==> src/rtl/ovc_pkg.sv <==
package ovc_pkg;

    typedef enum logic {
        VC_IDLE   = 1'b0,
        VC_ACTIVE = 1'b1
    } vc_state_e;

    typedef enum logic [1:0] {
        CTR_HOLD = 2'd0,
        CTR_DOWN = 2'd1,
        CTR_UP   = 2'd2
    } ctr_op_e;

    function automatic ctr_op_e ctr_decode(input logic up, input logic down);
        if (up && !down) return CTR_UP;
        if (down && !up) return CTR_DOWN;
        return CTR_HOLD;
    endfunction

    function automatic int width_of(input int n);
        return (n > 1) ? $clog2(n) : 1;
    endfunction

endpackage

==> src/rtl/ovc_pick.sv <==
module ovc_pick #(
    parameter int NUM_VNETS    = 2,
    parameter int VCS_PER_VNET = 2,
    localparam int NUM_VCS     = NUM_VNETS * VCS_PER_VNET,
    localparam int VNW         = ovc_pkg::width_of(NUM_VNETS),
    localparam int VCW         = ovc_pkg::width_of(NUM_VCS)
) (
    input  logic [NUM_VCS-1:0] busy_i,
    input  logic [VNW-1:0]     vnet_i,
    output logic               any_o,
    output logic [VCW-1:0]     idx_o
);
    always_comb begin
        any_o = 1'b0;
        idx_o = '0;
        if (int'(vnet_i) < NUM_VNETS) begin
            for (int k = VCS_PER_VNET - 1; k >= 0; k--) begin
                if (!busy_i[int'(vnet_i) * VCS_PER_VNET + k]) begin
                    any_o = 1'b1;
                    idx_o = VCW'(int'(vnet_i) * VCS_PER_VNET + k);
                end
            end
        end
    end
endmodule

==> src/rtl/ovc_credit_ctr.sv <==
module ovc_credit_ctr #(
    parameter int BUF_DEPTH = 3,
    localparam int CW       = $clog2(BUF_DEPTH + 1)
) (
    input  logic          clk,
    input  logic          rst,
    input  logic          up_i,
    input  logic          down_i,
    output logic [CW-1:0] cnt_o,
    output logic          avail_o,
    output logic          err_o
);
    import ovc_pkg::*;

    ctr_op_e       op;
    logic [CW-1:0] cnt_q;
    logic          err_q;

    always_comb op = ctr_decode(up_i, down_i);

    always_ff @(posedge clk) begin
        if (rst) begin
            cnt_q <= CW'(BUF_DEPTH);
            err_q <= 1'b0;
        end else begin
            err_q <= 1'b0;
            case (op)
                CTR_UP: begin
                    if (cnt_q == CW'(BUF_DEPTH)) err_q <= 1'b1;
                    else                         cnt_q <= cnt_q + 1'b1;
                end
                CTR_DOWN: begin
                    if (cnt_q == '0) err_q <= 1'b1;
                    else             cnt_q <= cnt_q - 1'b1;
                end
                default: ;
            endcase
        end
    end

    assign cnt_o   = cnt_q;
    assign avail_o = (cnt_q != '0);
    assign err_o   = err_q;


    both_hold_chk: assert property (@(posedge clk) disable iff (rst)
        (up_i && down_i) |=> $stable(cnt_q));

    underflow_flag_chk: assert property (@(posedge clk) disable iff (rst)
        (down_i && !up_i && cnt_q == '0) |=> (err_q && cnt_q == '0));

    overflow_flag_chk: assert property (@(posedge clk) disable iff (rst)
        (up_i && !down_i && cnt_q == CW'(BUF_DEPTH)) |=> (err_q && cnt_q == CW'(BUF_DEPTH)));

    cnt_bound_chk: assert property (@(posedge clk) disable iff (rst)
        cnt_q <= CW'(BUF_DEPTH));
endmodule

==> src/rtl/ovc_vc_state.sv <==
module ovc_vc_state #(
    parameter int NUM_VCS = 4
) (
    input  logic               clk,
    input  logic               rst,
    input  logic [NUM_VCS-1:0] claim_i,
    input  logic [NUM_VCS-1:0] release_i,
    output logic [NUM_VCS-1:0] busy_o
);
    import ovc_pkg::*;

    vc_state_e st_q [NUM_VCS];

    for (genvar i = 0; i < NUM_VCS; i++) begin : g_vc
        always_ff @(posedge clk) begin
            if (rst)               st_q[i] <= VC_IDLE;
            else if (claim_i[i])   st_q[i] <= VC_ACTIVE;
            else if (release_i[i]) st_q[i] <= VC_IDLE;
        end
        assign busy_o[i] = (st_q[i] == VC_ACTIVE);


        claim_sets_chk: assert property (@(posedge clk) disable iff (rst)
            claim_i[i] |=> busy_o[i]);

        release_clears_chk: assert property (@(posedge clk) disable iff (rst)
            (release_i[i] && !claim_i[i]) |=> !busy_o[i]);
    end
endmodule

==> src/rtl/ovc_tracker.sv <==
module ovc_tracker #(
    parameter int NUM_VNETS    = 2,
    parameter int VCS_PER_VNET = 2,
    parameter int BUF_DEPTH    = 3,
    localparam int NUM_VCS     = NUM_VNETS * VCS_PER_VNET,
    localparam int VNW         = ovc_pkg::width_of(NUM_VNETS),
    localparam int VCW         = ovc_pkg::width_of(NUM_VCS),
    localparam int CW          = $clog2(BUF_DEPTH + 1)
) (
    input  logic                  clk,
    input  logic                  rst,
    input  logic [VNW-1:0]        query_vnet,
    output logic                  any_free,
    output logic                  sel_valid,
    output logic [VCW-1:0]        sel_idx,
    input  logic                  alloc_req,
    input  logic                  dec_valid,
    input  logic [VCW-1:0]        dec_vc,
    input  logic                  ret_valid,
    input  logic [VCW-1:0]        ret_vc,
    input  logic                  ret_free,
    output logic [NUM_VCS-1:0]    vc_busy,
    output logic [NUM_VCS-1:0]    credit_avail,
    output logic [NUM_VCS*CW-1:0] credit_cnt,
    output logic                  err
);
    logic               pick_any;
    logic [VCW-1:0]     pick_idx;
    logic [NUM_VCS-1:0] claim_vec, release_vec, err_vec;

    ovc_pick #(
        .NUM_VNETS   (NUM_VNETS),
        .VCS_PER_VNET(VCS_PER_VNET)
    ) u_pick (
        .busy_i (vc_busy),
        .vnet_i (query_vnet),
        .any_o  (pick_any),
        .idx_o  (pick_idx)
    );

    assign any_free  = pick_any;
    assign sel_valid = pick_any;
    assign sel_idx   = pick_idx;

    for (genvar i = 0; i < NUM_VCS; i++) begin : g_lane
        logic up_hit, down_hit;
        assign up_hit         = ret_valid && (ret_vc == VCW'(i));
        assign down_hit       = dec_valid && (dec_vc == VCW'(i));
        assign claim_vec[i]   = alloc_req && pick_any && (pick_idx == VCW'(i));
        assign release_vec[i] = up_hit && ret_free;

        ovc_credit_ctr #(.BUF_DEPTH(BUF_DEPTH)) u_ctr (
            .clk     (clk),
            .rst     (rst),
            .up_i    (up_hit),
            .down_i  (down_hit),
            .cnt_o   (credit_cnt[i*CW +: CW]),
            .avail_o (credit_avail[i]),
            .err_o   (err_vec[i])
        );
    end

    ovc_vc_state #(.NUM_VCS(NUM_VCS)) u_state (
        .clk       (clk),
        .rst       (rst),
        .claim_i   (claim_vec),
        .release_i (release_vec),
        .busy_o    (vc_busy)
    );

    assign err = |err_vec;


    no_busy_alloc_chk: assert property (@(posedge clk) disable iff (rst)
        (alloc_req && sel_valid) |-> !vc_busy[sel_idx]);

    sel_range_chk: assert property (@(posedge clk) disable iff (rst)
        sel_valid |-> (int'(sel_idx) / VCS_PER_VNET == int'(query_vnet)));

    alloc_onehot_chk: assert property (@(posedge clk) disable iff (rst)
        $onehot0(claim_vec));
endmodule

==> config.mk <==
export PLATFORM = sky130hd
export DESIGN_NAME = ovc_tracker
export DESIGN_NICKNAME = d
export VERILOG_FILES = /design/src/rtl/ovc_pkg.sv /design/src/rtl/ovc_pick.sv /design/src/rtl/ovc_credit_ctr.sv /design/src/rtl/ovc_vc_state.sv /design/src/rtl/ovc_tracker.sv
export SDC_FILE = /design/constraint.sdc
export NUM_CORES = 1
export LEC_CHECK = 0
export BUFFER_PORTS_ARGS = -buffer_cell sky130_fd_sc_hd__buf_2
export CAP_MARGIN = 15
export CORE_MARGIN = 5
export CORE_UTILIZATION = 51
export DETAILED_ROUTE_END_ITERATION = 10
export PLACE_DENSITY = 0.83
export SLEW_MARGIN = 20
export SYNTH_ARGS = -nofsm -noshare
export SYNTH_HDL_FRONTEND = slang
export SYNTH_SLANG_ARGS = --single-unit
==> constraint.sdc <==
create_clock -name clk -period 1.7 [get_ports clk]
set_clock_uncertainty 0.1 [all_clocks]
set_input_delay 0 -clock clk [delete_from_list [all_inputs] [get_ports clk]]
set_output_delay 0 -clock clk [all_outputs]
set_load 0.1 [all_outputs]
======== Word-level counts from Yosys, hierarchy flattened ========
Memories as Yosys holds them, arrays and structs flattened.
Cells that the tools add are included.
word-level totals
  memory bits (writable) .................. 4
  register bits ........................... 12
  memories ................................ 1
cells by class
  $add $sub $neg .......................... 9
  multiplexer cells ....................... 99
  bitwise operators ....................... 8
  reductions and logical operators ........ 53
  order comparisons ....................... 2
  eq/ne operators ......................... 29
memory list
  memory        words  bits a word  rd ports  clocked after memory_dff  write ports  RTL line            source
  u_state.st_q  4      1            4         0                         4            ovc_vc_state.sv:12  vc_state_e st_q [NUM_VCS];
operator list
  kind                                                                    number
  1-bit 2-to-1 mux                                                        64
  2-bit 2-to-1 mux                                                        26
  32-bit by 4-bit < comparator with 1-bit output (second input constant)  1
  2-bit equality test (second input constant)                             14
  1-bit logical AND                                                       25
  2-bit != test (second input constant)                                   8
  2-bit case mux with 2 select lines                                      4
  2-bit nonzero test                                                      8
  2-bit by 1-bit equality test with 1-bit output (second input constant)  7
  2-bit logical NOT                                                       7
  3-bit AND reduction                                                     4
  2-bit by 1-bit adder with 2-bit output (second input constant)          4
  1-bit logical NOT                                                       8
  1-bit bitwise OR                                                        8
  1-bit case mux with 2 select lines                                      4
  2-bit by 1-bit subtractor with 2-bit output (second input constant)     4
  4-bit OR reduction                                                      1
  2-bit by 1-bit adder with 3-bit output (second input constant)          1
  2-bit by 3-bit < comparator with 1-bit output (second input constant)   1
  1-bit binary-select mux with 2-bit select                               1

======== Logic depth before layout (Yosys ltp) ========
Gate-level depths: netlist of run 1.
  depth after elaboration ................. 13
  gate-level depth with buffers ........... 7
  depth with buffers taken out ............ 7

======== Modules after synthesis ========
A second synthesis of run 1 with hierarchy kept.
second synthesis, totals
  cells, all modules ...................... 116
  area total of the unflattened synthesis .. 1132.3 µm²
by module, submodules not included
  module          area an instance (µm²)  times used  cells each  sequential area each (µm²)
  ovc_credit_ctr  181.4                   4           19          60.1
  ovc_vc_state    210.2                   1           16          120.1
  ovc_tracker     157.7                   1           18          0.0
  ovc_pick        38.8                    1           6           0.0

======== Least setup slack after synthesis of run 1 ========
Ideal clock, no wire load.
  path kind ............................... register to output
  from .................................... memory u_state.st_q[0][0] (netlist name)
  to ...................................... output port sel_idx[0]
  arrival time ............................ 3.363 ns
  buffers on the path ..................... 0
  stages on the path, launching flop included .. 3
  path slack .............................. -1.763 ns
  cell sequence ........................... edfxtp_1 nand2b_1 o21ai_0
RTL lines
  item         RTL line            source
  from (decl)  ovc_vc_state.sv:12
  to (decl)    ovc_tracker.sv:15   output logic [VCW-1:0] sel_idx,

==> results.json, run 1 <==
{
  "mostFrequentLayoutCell": "buf_2",
  "worst-endpoint-arrival_ns": 1.45,
  "power.ir.vdd_worst_v": 0.000554,
  "timing.reg2reg.setup_slack_ns": 0.36,
  "placement.io_buffers": 31,
  "p_sw_w": 0.000542,
  "wire_per_inst_um": 13.4,
  "syn_area_per_cell_um2": 8.57,
  "worst_hold_path.num_cells": 3,
  "io-pin-count": 32,
  "start_util_pct": 52.8,
  "placementRows": 17,
  "gate_power_share_pct": 41.6,
  "grt_remaining_overflow": 0,
  "type_of_element_launching_the_critical_path": "register",
  "first_iter_violations": 15,
  "floorplan.core_area_mm2": 0.00219,
  "cp_data_required_time_ns": 1.60,
  "drt_drc_violations_left": 0,
  "worst_pin_slew_ns": 0.492,
  "clock_latency_ns": 0.29,
  "die_x_um": 57.6,
  "tritoncts": "yes",
  "worst_slack_ns": 0.152,
  "h-tree-depth": 1,
  "timing.critical_path.fanout_max": 6,
  "seq_cells_post_synth": 16,
  "timing.fmax_mhz": 646,
  "wire_length_of_the_first_global_routing_pass_mm": 4.26,
  "via_count_of_the_first_global_routing_pass": 1035,
  "placement.setup.worst_slack_ns": 0.0372,
  "num-nets-final": 185,
  "slew_violations": 0,
  "hold_wc_path_type": "primary input to register",
  "post-route-util_pct": 63.7,
  "first_drt_pass_iteration_count": 4,
  "run_status": "finished clean",
  "critical_path_type": "register to output port",
  "design.die.area_mm2": 0.00332,
  "viasPerCell": 5.42,
  "cell_at_the_root_of_the_clock_tree": "clkbuf_4",
  "synth_cells": 135,
  "report.final.hold_viol_count": 0,
  "cts.reportedPaths.clkPinSlew_ns": 0.10,
  "yosysSeqAreaShare_pct": 31.1,
  "power_density_normalized_to_cell_area_mw_per_mm2": 838,
  "dieHeight_um": 57.6,
  "slew-limit-headroom_pct": 67.4,
  "synth_cell_types": 36,
  "drive_above_1_share_pct": 32.1,
  "setup.worst_path.end_class": "output port",
  "period_share_pct": 91.0,
  "hpwlAfterDp_mm": 1.98,
  "internal_power_w": 0.000628,
  "share_seq_of_total_power_pct": 39.6,
  "mappedNetlistNets": 154,
  "detailroute.via_count": 1046,
  "mappedNetlistArea_mm2": 0.00116,
  "max-clock-path-buffers": 2,
  "rsz0062_at_grt": "no",
  "antenna_left": 0,
  "routed_wl_mm": 2.58,
  "min_from": "ret_free",
  "cts_inserted_buffers": 3,
  "reg2reg_from": "u_state.st_q[1][0]",
  "routabilityCongestion": 0.807,
  "global_router_s_overall_resource_usage_pct": 16.3,
  "post_cts_setup_bufs": 0,
  "startpoint_of_the_most_critical_setup_path": "u_state.st_q[1][0]",
  "report.final.setup_viol": 0,
  "fin_crit_period_ns": 1.55,
  "syn_to_final_growth_pct": 20.6,
  "grt_antenna_before_repair": 0,
  "worst_r2r_path_depth": 3,
  "timing.setup.tns_ns": 0,
  "yosysWarningCount": 0,
  "power.share.switching_pct": 46.3,
  "terminating_pin_of_the_worst_hold_path": "u_state.st_q[1][1]",
  "cts.sinks": 16,
  "grt_start_max_net_pins": 12,
  "power.clock.fraction_pct": 18.8,
  "maxcap_viol_count": 0,
  "insertedDiodeCount": 0,
  "p_leak_nw": 0.580,
  "crit-reg2reg-capture": "u_state.st_q[1][1]",
  "layout_common_cells": "buf_2 (28), dfxtp_1 (12), nand2b_1 (11)"
}
==> synthesized netlist by cell type, drive strengths merged <==
cell / instances / area share [%]
nand2b: 15 / 9.4
dfxtp: 12 / 21
o21ai: 11 / 4.8
inv: 10 / 3.2
nor2: 9 / 2.9
a21oi: 8 / 3.5
ha: 8 / 8.6
buf: 7 / 4.1
nor3: 7 / 3.0
nand2: 5 / 1.6
nand3: 5 / 2.2
or2: 5 / 2.9
edfxtp: 4 / 10
o21a: 4 / 2.6
nor4b: 3 / 3.9
o221ai: 3 / 3.4
o31ai: 3 / 1.9
or2b: 3 / 1.9
a31oi: 2 / 1.1
nand3b: 2 / 1.3
nor3b: 2 / 1.7
a21boi: 1 / 0.65
and3: 1 / 0.54
and3b: 1 / 0.76
mux2i: 1 / 0.86
nor2b: 1 / 0.54
or3b: 1 / 0.76
or4: 1 / 0.65
==> critical path, stage by stage (launching register included) <==
cell and delay (ns):
edfxtp_1 0.51, nor2b_1 0.25, nand2_1 0.12, o21ai_4 0.09, buf_12 0.19
==> flip-flops by register name, indices dropped and copies added (netlist names) <==
signal and flops:
g_lane.u_ctr.err_o 4, u_state.st_q 4, g_lane.u_ctr.cnt_o 8
==> cell families (layout without fill, tap and decap cells) <==
family                     Yosys count  count (layout)  share of synthesized area [%]
muxes                                1               1                          0.865
AOI/OAI and AO/OA                   32              32                           17.8
buffers and inverters               17              47                           7.35
and+or+nand+nor                     61              61                           34.2
DFF                                 16              16                           31.1
adders and majority gates            8               8                           8.65
==> timing repair <==
action	4_1_cts	5_1_grt
setup endpoints to repair	0	2
resized for setup	0	2
hold buffers	2	0
endpoints found under the hold margin	5	0
==> power by group through the flow <==
| stage | combinational [W] | sequential, W | clock (W) |
|---|---|---|---|
| finish | 0.000488 | 0.000463 | 0.000220 |
| global route | 0.000510 | 0.000471 | 0.000243 |
| CTS | 0.000487 | 0.000463 | 0.000227 |
| detailed placement | 0.000482 | 0.000471 | 0 |
| global placement | 0.000472 | 0.000467 | 0 |
| floorplan | 0.000215 | 0.000656 | 0 |
==> cell type report <==
cell class | count | area (µm²)
well taps | 28 | 35.0
multi-input cells | 102 | 742
repair buffers | 33 | 195
flip-flops and latches | 16 | 360
clock buffers | 4 | 26.3
inverters | 10 | 37.5
fillers | 199 | 795
==> per-stage QoR <==
| step | area [µm²] | hold WS, ns | power (W) | instances |
|---|---|---|---|---|
| global route | 1400 | 0.103 | 0.00122 | 193 |
| global placement | 1350 | 0.224 | 0.000939 | 187 |
| floorplan | 1200 | 0.0841 | 0.000871 | 135 |
| CTS | 1390 | 0.0687 | 0.00118 | 193 |
| detailed placement | 1350 | 0.220 | 0.000954 | 187 |
| finish | 1400 | 0.0819 | 0.00117 | 193 |
==> worst max-delay path by stage <==
stage,slack [ns],cells after the start,endpoint
after floorplan,-0.33,4,sel_valid
after global placement,0.10,6,g_lane[0].u_ctr.cnt_o[1]
after detailed placement,0.04,6,g_lane[0].u_ctr.cnt_o[1]
after CTS,0.07,4,any_free
after global routing,0.07,4,sel_idx[0]
final,0.15,4,sel_idx[0]
==> metal layers <==
metal	part of all wire, %	track usage, %	vias to the layer above
met1	42	18.9	475
li1	-	-	537
met2	51	28.1	28
met3	5.3	3.12	6
met5	0	0	-
met4	2.4	8.61	0
No activity file was read; power rests on OpenSTA's default activity.
==> inputs of run 2 (changes only) <==
==> constraint.sdc (replaced) <==
create_clock -name clk -period 1.75 [get_ports clk]
set_clock_uncertainty 0.1 [all_clocks]
set_input_delay 0 -clock clk [delete_from_list [all_inputs] [get_ports clk]]
set_output_delay 0 -clock clk [all_outputs]
set_load 0.1 [all_outputs]
==> results.json, run 2 (synthesized netlist as in run 1, its figures left out) <==
{
  "run_status": "finished clean",
  "report.final.hold_viol_count": 0,
  "num-nets-final": 185,
  "drt_drc_violations_left": 0,
  "worst_r2r_path_depth": 3,
  "worst_hold_path.num_cells": 3,
  "slew_violations": 0,
  "design.die.area_mm2": 0.00332,
  "dieHeight_um": 57.6,
  "type_of_element_launching_the_critical_path": "register",
  "clock_latency_ns": 0.29,
  "first_iter_violations": 26,
  "critical_path_type": "register to output port",
  "reg2reg_from": "u_state.st_q[1][0]",
  "cts.sinks": 16,
  "layout_common_cells": "buf_2 (30), dfxtp_1 (12), nand2b_1 (11)",
  "worstPathCellList": "nor2b_1 > nand2_1 > o21ai_4 > buf_4",
  "period_share_pct": 94.5,
  "timing.reg2reg.setup_slack_ns": 0.38,
  "slew-limit-headroom_pct": 67.7,
  "grt_start_max_net_pins": 12,
  "hpwlAfterDp_mm": 1.99,
  "wire_per_inst_um": 13.2,
  "setup.worst_path.end_class": "output port",
  "h-tree-depth": 1,
  "start_util_pct": 52.8,
  "timing.fmax_mhz": 605,
  "dpl.cell_count": 187,
  "timing.critical_path.slowest_stage_cell": "edfxtp_1",
  "floorplan.core_area_mm2": 0.00219,
  "report.final.setup_viol": 0,
  "insertedDiodeCount": 0,
  "first_drt_pass_iteration_count": 5,
  "cts.reportedPaths.clkPinSlew_ns": 0.10,
  "timing.critical_path.fanout_max": 6,
  "hold_wc_path_type": "primary input to register",
  "p_leak_nw": 0.579,
  "max-clock-path-buffers": 2,
  "cp_data_required_time_ns": 1.65,
  "via_count_of_the_first_global_routing_pass": 1044,
  "power.ir.vdd_worst_v": 0.000638,
  "timing.setup.tns_ns": 0,
  "startpoint_of_the_most_critical_setup_path": "u_state.st_q[1][0]",
  "critical_path.endpoint": "sel_idx[0]",
  "largest_register_ffs": 8,
  "placementRows": 17,
  "fin_crit_period_ns": 1.65,
  "fin_cells": 193,
  "design_power_total_w": 0.00117,
  "maxcap_viol_count": 0,
  "drive_above_1_share_pct": 32.7,
  "placement.io_buffers": 31,
  "worst-endpoint-arrival_ns": 1.55,
  "wire_length_of_the_first_global_routing_pass_mm": 4.42,
  "syn_to_final_growth_pct": 20.0,
  "detailroute.via_count": 1071,
  "grt_remaining_overflow": 0,
  "worst_pin_slew_ns": 0.488,
  "routabilityCongestion": 0.806,
  "grt_antenna_before_repair": 0,
  "rsz0062_at_grt": "no",
  "cell_at_the_root_of_the_clock_tree": "clkbuf_4",
  "cts_inserted_buffers": 3,
  "die_x_um": 57.6,
  "viasPerCell": 5.55,
  "antenna_left": 0,
  "global_router_s_overall_resource_usage_pct": 16.4,
  "post_cts_setup_bufs": 0,
  "routed_wl_mm": 2.55,
  "crit_path_largest_cell_delay_ns": 0.51,
  "io-pin-count": 32,
  "crit-reg2reg-capture": "u_state.st_q[1][1]",
  "tritoncts": "yes",
  "power_density_normalized_to_cell_area_mw_per_mm2": 840,
  "mostFrequentLayoutCell": "buf_2"
}
==> run 2: critical path: cells and delay by family, from the launching register on <==
family          cells  cell delay, ns
buf+inv             1            0.30
compound gates      1            0.06
flops               1            0.51
simple gates        2            0.40
==> run 2: worst min-delay path by stage <==
stage,startpoint,to,slack (ns)
6_report,ret_free,u_state.st_q[0][0],0.1
5_1_grt,query_vnet,u_state.st_q[1][0],0.11
4_1_cts,alloc_req,u_state.st_q[1][1],0.002
3_5_place_dp,rst,g_lane[2].u_ctr.err_o,0.22
3_3_place_gp,rst,g_lane[2].u_ctr.err_o,0.22
2_1_floorplan,query_vnet,sel_idx[0],0.08
==> run 2: layer usage <==
metal	track usage [%]	wire [µm]	vias up	part of all wire, %
met3	4.01	122	4	4.8
met4	2.98	18	0	0.71
li1	-	-	538	-
met2	28.9	1280	34	50
met5	0	0	-	0
met1	20.3	1130	495	44
==> run 2: power by group <==
part           switching, W  internal, W
registers         0.0000439     0.000407
logic              0.000356     0.000109
clock network      0.000123     0.000127
total              0.000523     0.000643
==> run 2: cell type report <==
type,instances,area [µm²]
timing repair buffer,33,178
sequential,16,360
fill,203,802
clock buffer,4,36.3
multi-input combinational,102,742
tap,28,35.0
inverter,10,37.5
==> run 2: what timing repair did <==
item                                    CTS  global route
endpoints found under the hold margin     4             1
hold buffers                              1             1
gates resized for setup                   1             0
endpoints found under the setup margin    1             0
==> run 2: per-stage QoR <==
stage	setup slack [ns]	hold slack (ns)	util (%)	cell area, µm²
2_1_floorplan	-0.284	0.0841	-	1200
3_3_place_gp	0.152	0.220	60.7	1330
3_5_place_dp	0.0773	0.220	60.7	1330
4_1_cts	0.115	0.00212	62.9	1380
5_1_grt	0.0130	0.113	63.4	1390
6_report	0.0967	0.0999	63.4	1390
